==> config.mk <==
export PLATFORM = sky130hd
export DESIGN_NAME = flashctl_regs
export DESIGN_NICKNAME = d
export VERILOG_FILES = /design/src/rtl/flashctl_pkg.sv /design/src/rtl/flashctl_keyguard.sv /design/src/rtl/flashctl_irqcol.sv /design/src/rtl/flashctl_regs.sv
export SDC_FILE = /design/constraint.sdc
export NUM_CORES = 1
export LEC_CHECK = 0
export BUFFER_PORTS_ARGS = -buffer_cell sky130_fd_sc_hd__buf_2
export CAP_MARGIN = 20
export CORE_UTILIZATION = 35
export DETAILED_ROUTE_END_ITERATION = 8
export HOLD_SLACK_MARGIN = 0.05
export PLACE_DENSITY = 0.73
export SETUP_SLACK_MARGIN = 0.02
export SLEW_MARGIN = 15
export SYNTH_ARGS = -nofsm -noshare
export SYNTH_HDL_FRONTEND = slang
export SYNTH_SLANG_ARGS = --single-unit
==> constraint.sdc <==
create_clock -name clk -period 1.49 [get_ports clk]
set_clock_uncertainty 0.15 [all_clocks]
set_input_delay 0.0745 -clock clk [delete_from_list [all_inputs] [get_ports clk]]
set_output_delay 0.0745 -clock clk [all_outputs]
set_load 0.01 [all_outputs]
==> src/rtl/flashctl_pkg.sv <==
package flashctl_pkg;

  typedef enum logic [2:0] {
    A_CMD  = 3'd0,
    A_CFG  = 3'd1,
    A_TIM  = 3'd2,
    A_MASK = 3'd3,
    A_PEND = 3'd4,
    A_KEY  = 3'd5,
    A_LIVE = 3'd6,
    A_CEM  = 3'd7
  } reg_addr_e;

  localparam int LIVE_W = 7;
  localparam logic [7:0] CMD_SOFT_RESET = 8'hFF;

  function automatic logic [LIVE_W-1:0] pack_live(
    input logic nand_rdy, input logic ctl_rdy, input logic ecc_rdy,
    input logic err_seen, input logic [1:0] fix_cnt, input logic uncorr);
    pack_live = {uncorr, fix_cnt, err_seen, ecc_rdy, ctl_rdy, nand_rdy};
  endfunction

  function automatic logic both_ready(input logic [LIVE_W-1:0] live);
    both_ready = live[0] & live[1];
  endfunction

  function automatic logic is_reset_cmd(input logic [7:0] code);
    is_reset_cmd = (code == CMD_SOFT_RESET);
  endfunction

endpackage

==> src/rtl/flashctl_keyguard.sv <==
module flashctl_keyguard #(
  parameter int          KEY_W   = 16,
  parameter logic [15:0] KEY_VAL = 16'hA25E
) (
  input  logic             clk,
  input  logic             rst_n,
  input  logic             key_wr,
  input  logic [KEY_W-1:0] key_data,
  input  logic             prot_wr,
  input  logic             relock,
  output logic             unlocked,
  output logic             prot_commit
);

  logic key_match;
  logic open_q;

  assign key_match   = (key_data == KEY_VAL[KEY_W-1:0]);
  assign prot_commit = prot_wr & open_q;
  assign unlocked    = open_q;

  always_ff @(posedge clk or negedge rst_n) begin
    if (!rst_n)       open_q <= 1'b0;
    else if (relock)  open_q <= 1'b0;
    else if (key_wr)  open_q <= key_match;
    else if (prot_wr) open_q <= 1'b0;
  end

  // the guarded write consumes the unlock
  assert_relock_after_write_R2: assert property (@(posedge clk) disable iff (!rst_n)
    prot_wr |=> !unlocked);

  // the right key always opens
  assert_key_opens_R2: assert property (@(posedge clk) disable iff (!rst_n)
    (key_wr && key_match && !relock) |=> unlocked);

  // unrelated cycles keep the lock state
  assert_lock_hold_R4: assert property (@(posedge clk) disable iff (!rst_n)
    (!key_wr && !prot_wr && !relock) |=> $stable(unlocked));

endmodule

==> src/rtl/flashctl_irqcol.sv <==
module flashctl_irqcol #(
  parameter int N_EV = 6
) (
  input  logic            clk,
  input  logic            rst_n,
  input  logic [N_EV-1:0] ev,
  input  logic            rd_clr,
  input  logic            soft_clr,
  input  logic            mask_wr,
  input  logic [N_EV-1:0] mask_data,
  output logic [N_EV-1:0] pend,
  output logic [N_EV-1:0] mask,
  output logic            irq
);

  logic [N_EV-1:0] pend_q;
  logic [N_EV-1:0] mask_q;
  logic [N_EV-1:0] keep;
  logic [N_EV-1:0] gated;

  assign keep  = (rd_clr || soft_clr) ? '0 : pend_q;
  assign gated = pend_q & mask_q;

  always_ff @(posedge clk or negedge rst_n) begin
    if (!rst_n) begin
      pend_q <= '0;
      mask_q <= '0;
    end else begin
      pend_q <= keep | ev;
      if (mask_wr) mask_q <= mask_data;
    end
  end

  assign pend = pend_q;
  assign mask = mask_q;
  assign irq  = |gated;

  // an event is never dropped, even under a clearing read
  assert_event_kept_R8: assert property (@(posedge clk) disable iff (!rst_n)
    (ev != '0) |=> ((pend & $past(ev)) == $past(ev)));

  // a clearing read with no new event empties the register
  assert_read_clears_R8: assert property (@(posedge clk) disable iff (!rst_n)
    (rd_clr && ev == '0) |=> (pend == '0));

  // nothing unmasked may raise the interrupt
  assert_masked_quiet_R9: assert property (@(posedge clk) disable iff (!rst_n)
    (mask == '0) |-> !irq);

endmodule

==> src/rtl/flashctl_regs.sv <==
module flashctl_regs
  import flashctl_pkg::*;
#(
  parameter int          ADDR_W  = 3,
  parameter int          DATA_W  = 32,
  parameter int          N_EV    = 6,
  parameter int          CFG_W   = 4,
  parameter int          TIM_W   = 26,
  parameter int          KEY_W   = 16,
  parameter logic [15:0] KEY_VAL = 16'hA25E
) (
  input  logic              clk,
  input  logic              rst_n,
  input  logic              bus_sel,
  input  logic              bus_we,
  input  logic [ADDR_W-1:0] bus_addr,
  input  logic [DATA_W-1:0] bus_wdata,
  output logic [DATA_W-1:0] bus_rdata,
  input  logic [N_EV-1:0]   ev_pulse,
  input  logic              st_nand_rdy,
  input  logic              st_ctl_rdy,
  input  logic              st_ecc_rdy,
  input  logic              st_err_seen,
  input  logic [1:0]        st_fix_cnt,
  input  logic              st_uncorr,
  output logic              irq,
  output logic [CFG_W-1:0]  if_cfg,
  output logic [TIM_W-1:0]  if_timing,
  output logic              ce_normal,
  output logic              dev_ready,
  output logic              soft_rst
);

  localparam int LIVE_PAD = DATA_W - LIVE_W;

  logic wr, rd;
  logic hit_cmd, hit_cfg, hit_tim, hit_mask, hit_pend, hit_key, hit_live, hit_cem;
  logic cmd_rst, prot_wr, prot_commit, unlocked;
  logic [CFG_W-1:0]  cfg_q;
  logic [TIM_W-1:0]  tim_q;
  logic              cem_q, soft_q;
  logic [N_EV-1:0]   pend, mask;
  logic [LIVE_W-1:0] live;

  assign wr = bus_sel & bus_we;
  assign rd = bus_sel & ~bus_we;

  assign hit_cmd  = (bus_addr == ADDR_W'(A_CMD));
  assign hit_cfg  = (bus_addr == ADDR_W'(A_CFG));
  assign hit_tim  = (bus_addr == ADDR_W'(A_TIM));
  assign hit_mask = (bus_addr == ADDR_W'(A_MASK));
  assign hit_pend = (bus_addr == ADDR_W'(A_PEND));
  assign hit_key  = (bus_addr == ADDR_W'(A_KEY));
  assign hit_live = (bus_addr == ADDR_W'(A_LIVE));
  assign hit_cem  = (bus_addr == ADDR_W'(A_CEM));

  assign cmd_rst = wr & hit_cmd & is_reset_cmd(bus_wdata[7:0]);
  assign prot_wr = wr & (hit_cfg | hit_tim);

  flashctl_keyguard #(.KEY_W(KEY_W), .KEY_VAL(KEY_VAL)) u_guard (
    .clk         (clk),
    .rst_n       (rst_n),
    .key_wr      (wr & hit_key),
    .key_data    (bus_wdata[KEY_W-1:0]),
    .prot_wr     (prot_wr),
    .relock      (cmd_rst),
    .unlocked    (unlocked),
    .prot_commit (prot_commit)
  );

  flashctl_irqcol #(.N_EV(N_EV)) u_irq (
    .clk       (clk),
    .rst_n     (rst_n),
    .ev        (ev_pulse),
    .rd_clr    (rd & hit_pend),
    .soft_clr  (cmd_rst),
    .mask_wr   (wr & hit_mask),
    .mask_data (bus_wdata[N_EV-1:0]),
    .pend      (pend),
    .mask      (mask),
    .irq       (irq)
  );

  always_ff @(posedge clk or negedge rst_n) begin
    if (!rst_n) begin
      cfg_q  <= '0;
      tim_q  <= '0;
      cem_q  <= 1'b0;
      soft_q <= 1'b0;
    end else begin
      if (prot_commit && hit_cfg) cfg_q <= bus_wdata[CFG_W-1:0];
      if (prot_commit && hit_tim) tim_q <= bus_wdata[TIM_W-1:0];
      if (wr && hit_cem)          cem_q <= bus_wdata[0];
      soft_q <= cmd_rst;
    end
  end

  assign live      = pack_live(st_nand_rdy, st_ctl_rdy, st_ecc_rdy,
                               st_err_seen, st_fix_cnt, st_uncorr);
  assign dev_ready = both_ready(live);
  assign if_cfg    = cfg_q;
  assign if_timing = tim_q;
  assign ce_normal = cem_q;
  assign soft_rst  = soft_q;

  always_comb begin
    bus_rdata = '0;
    if (rd) begin
      unique case (1'b1)
        hit_cfg:  bus_rdata = DATA_W'(cfg_q);
        hit_tim:  bus_rdata = DATA_W'(tim_q);
        hit_mask: bus_rdata = DATA_W'(mask);
        hit_pend: bus_rdata = DATA_W'(pend);
        hit_key:  bus_rdata = DATA_W'(unlocked);
        hit_live: bus_rdata = {{LIVE_PAD{1'b0}}, live};
        hit_cem:  bus_rdata = DATA_W'(cem_q);
        default:  bus_rdata = '0;
      endcase
    end
  end

  // a locked guarded write leaves the configuration untouched
  assert_locked_cfg_R3: assert property (@(posedge clk) disable iff (!rst_n)
    (wr && hit_cfg && !unlocked) |=> $stable(if_cfg));

  assert_locked_tim_R3: assert property (@(posedge clk) disable iff (!rst_n)
    (wr && hit_tim && !unlocked) |=> $stable(if_timing));

  // the reset command always closes the lock and pulses soft_rst
  assert_cmd_relock_R11: assert property (@(posedge clk) disable iff (!rst_n)
    cmd_rst |=> (!unlocked && soft_rst));

endmodule

==> flow_metrics.tcl <==
set metrics [dict create \
    synth_seq_cells 45 \
    final_antenna_net_count 0 \
    synth_top_cell_area_share 0.461 \
    pre_cts_slack_ns -0.0504 \
    peakVddDrop_v 0.000446 \
    io_pins 118 \
    clock-root-buffer "clkbuf_8" \
    rsz0062_at_grt "yes" \
    violations "negative setup slack" \
    drtIter0Drc 87 \
    hold_class "input port to register" \
    design.die.area_sq_um 7320 \
    setup_viol 18 \
    fin_crit_sh 1.18 \
    die_height_um 85.5 \
    grt.total_usage 0.193 \
    diodes 0 \
    cts_buffers 5 \
    cts_tree "done" \
    synth_area_leader_cell "dfrtp_1" \
    place.gp.congestion 0.861 \
    wl_per_cell_um 15.5 \
    via_per_inst 4.94 \
    hpwl_mm 4.72 \
    cp_slowest_cell "dfrtp_1" \
    antenna_found_initial 0 \
    dp_cells 398 \
    place_area_sq_um 3160 \
    cts_sinks 45 \
    grt_start_max_net_pins 46 \
    cp.required_ns 1.27 \
    outcome "complete, but fails checks" \
    cp.arrival_ns 1.54 \
    cts_max_level 2 \
    port_buffers 105 \
    via_count 2224 \
    dr.pass1.iters 4 \
    critical_path.cell_chain "mux2_4 > a22oi_2 > a2bb2oi_2 > nor2_1 > buf_2" \
    postSynth.asyncResetShare 1.00 \
    start_kind "register" \
    hold_viol 0 \
    grt_overflow_total 0 \
    period_needed_ns 1.76 \
    cts.clk_slew.worst_paths_ns 0.09 \
    num_rows 30 \
    path_max_fanout 2 \
    synth_edf_count 0 \
    finalSetupTns_ns -0.720 \
    maxCapViolations 0 \
    timing.fmax_ghz 0.567 \
    syn_inst 203 \
    grt_pass1_wl_mm 11.0 \
    yosys-top-cells-count "dfrtp_1 (45), and2_1 (20), mux2_4 (20)" \
    synth_area_sq_um 2440 \
    fin_ws_ns -0.274 \
    netlist-cell-type-count 40 \
    die_w_um 85.5 \
    fin_nets 422 \
    grt_pass1_vias 2256 \
    ys.flop_type "dfrtp_1" \
    clockBufferDepth 2 \
    syn2layout_area_growth_pct 53.2 \
    ys_seq_area_frac 0.461 \
    start_util 0.361 \
    crit_path_max_incr_delay_ns 0.40 \
    maxSlewViolCount 0 \
    core_area_sq_um 6760 \
    synth_most_common_cell "dfrtp_1" \
    ys.warnings.count 0 \
    critPathKind "register to primary output" \
    drive_gt1_frac 0.527 \
    cellLeakagePower_nw 1.92 \
    route.detailed.drc 0 \
    synth.area.top_cells "dfrtp_1 (46%), mux2_4 (12%), mux2_2 (7.8%)" \
    finalInstanceArea_sq_um 3740 \
    end_kind "primary output" \
    drt_wl_total_mm 6.98 \
    clock_latency_ns 0.29 \
    p_per_area_nw_per_um2 881 \
    stdcell_count 450 \
    syn_area_per_cell_sq_um 12.0 \
]
area by class of cell:
class | count | area [sq um]
repair buffers | 172 | 1160
inverters | 1 | 3.75
clock inverters | 2 | 35.0
multi-input cells | 145 | 1240
clock buffers | 5 | 68.8
fillers | 596 | 3010
flip-flops and latches | 45 | 1130
well taps | 80 | 100
registers in the layout (all words and copies together), names as in the netlist:
signal and flops:
soft_rst 1, u_irq.pend 6, if_cfg 4, u_irq.mask 6
ce_normal 1, if_timing 26, u_guard.unlocked 1
final timing paths:
path | from | end | slack (ns) | cells past startpoint
min reg2reg | u_irq.pend[3] | u_irq.pend[3] | 0.36 | 1
min in group asynchronous | rst_n | if_timing[4] | 0.12 | 3
max reg2reg | u_guard.unlocked | if_timing[18] | 0.02 | 3
max in group asynchronous | rst_n | ce_normal | 0.84 | 3
max | u_irq.pend[5] | bus_rdata[5] | -0.27 | 5
min | bus_wdata[2] | soft_rst | 0.07 | 4
layer usage:
| metal | part of all wire | global-route usage | up-vias |
|---|---|---|---|
| met5 | 0 | 0 | - |
| met4 | 0.012 | 0.0455 | 0 |
| met3 | 0.068 | 0.0404 | 8 |
| met2 | 0.48 | 0.343 | 103 |
| met1 | 0.44 | 0.241 | 1066 |
| li1 | - | - | 1047 |
repair_timing:
item                                    in CTS  in global routing
endpoints found under the setup margin      18                 47
setup buffers                                6                  5
hold endpoints to repair                    88                 11
hold buffers                                34                  4
pin swaps                                    5                 10
resized for setup                            7                  4
layout by cell type (no fill, tap or decap), types with 5 or more instances in the layout:
cell type | netlist | routed
mux2_2 | 17 | 15
nor2_1 | 12 | 12
and2_1 | 20 | 20
buf_2 | 6 | 105
mux2i_1 | 7 | 7
a21oi_1 | 11 | 10
dfrtp_1 | 45 | 45
mux2_4 | 20 | 22
conb_1 | 1 | 6
a22oi_1 | 8 | 5
dlygate4sd3_1 | 0 | 34
buf_4 | 7 | 29
clkbuf_8 | 0 | 5
a21o_1 | 6 | 6
power by group:
| group | total, mW | internal [mW] | switching [mW] |
|---|---|---|---|
| Combinational | 0.859 | 0.497 | 0.362 |
| Clock | 0.899 | 0.488 | 0.411 |
| Sequential | 1.54 | 1.39 | 0.145 |
| Total | 3.30 | 2.38 | 0.918 |
cells by family (layout without fill, tap and decap cells):
logic type / after synthesis / after routing / synth area share
mux: 46 / 46 / 0.239
simple gates: 62 / 62 / 0.156
buf+inv: 18 / 180 / 0.0584
compound gates: 31 / 31 / 0.0835
other cells: 1 / 6 / 0.00154
flops: 45 / 45 / 0.461
worst max-delay path, delay by kind of cell (launching register included):
kind / cells / cell delay, ns
flops: 1 / 0.40
compound gates: 2 / 0.38
simple gates: 1 / 0.05
buf+inv: 1 / 0.13
mux: 1 / 0.28
through the flow:
step	util	hold slack (ns)	total power, mW
4_1_cts	0.545	0.0268	3.31
5_1_grt	0.554	0.0832	3.47
3_3_place_gp	0.468	-0.0768	2.26
3_5_place_dp	0.468	-0.0729	2.28
2_1_floorplan	-	-0.371	1.93
6_report	0.554	0.0733	3.30
Power figures use the tool's default switching activity.
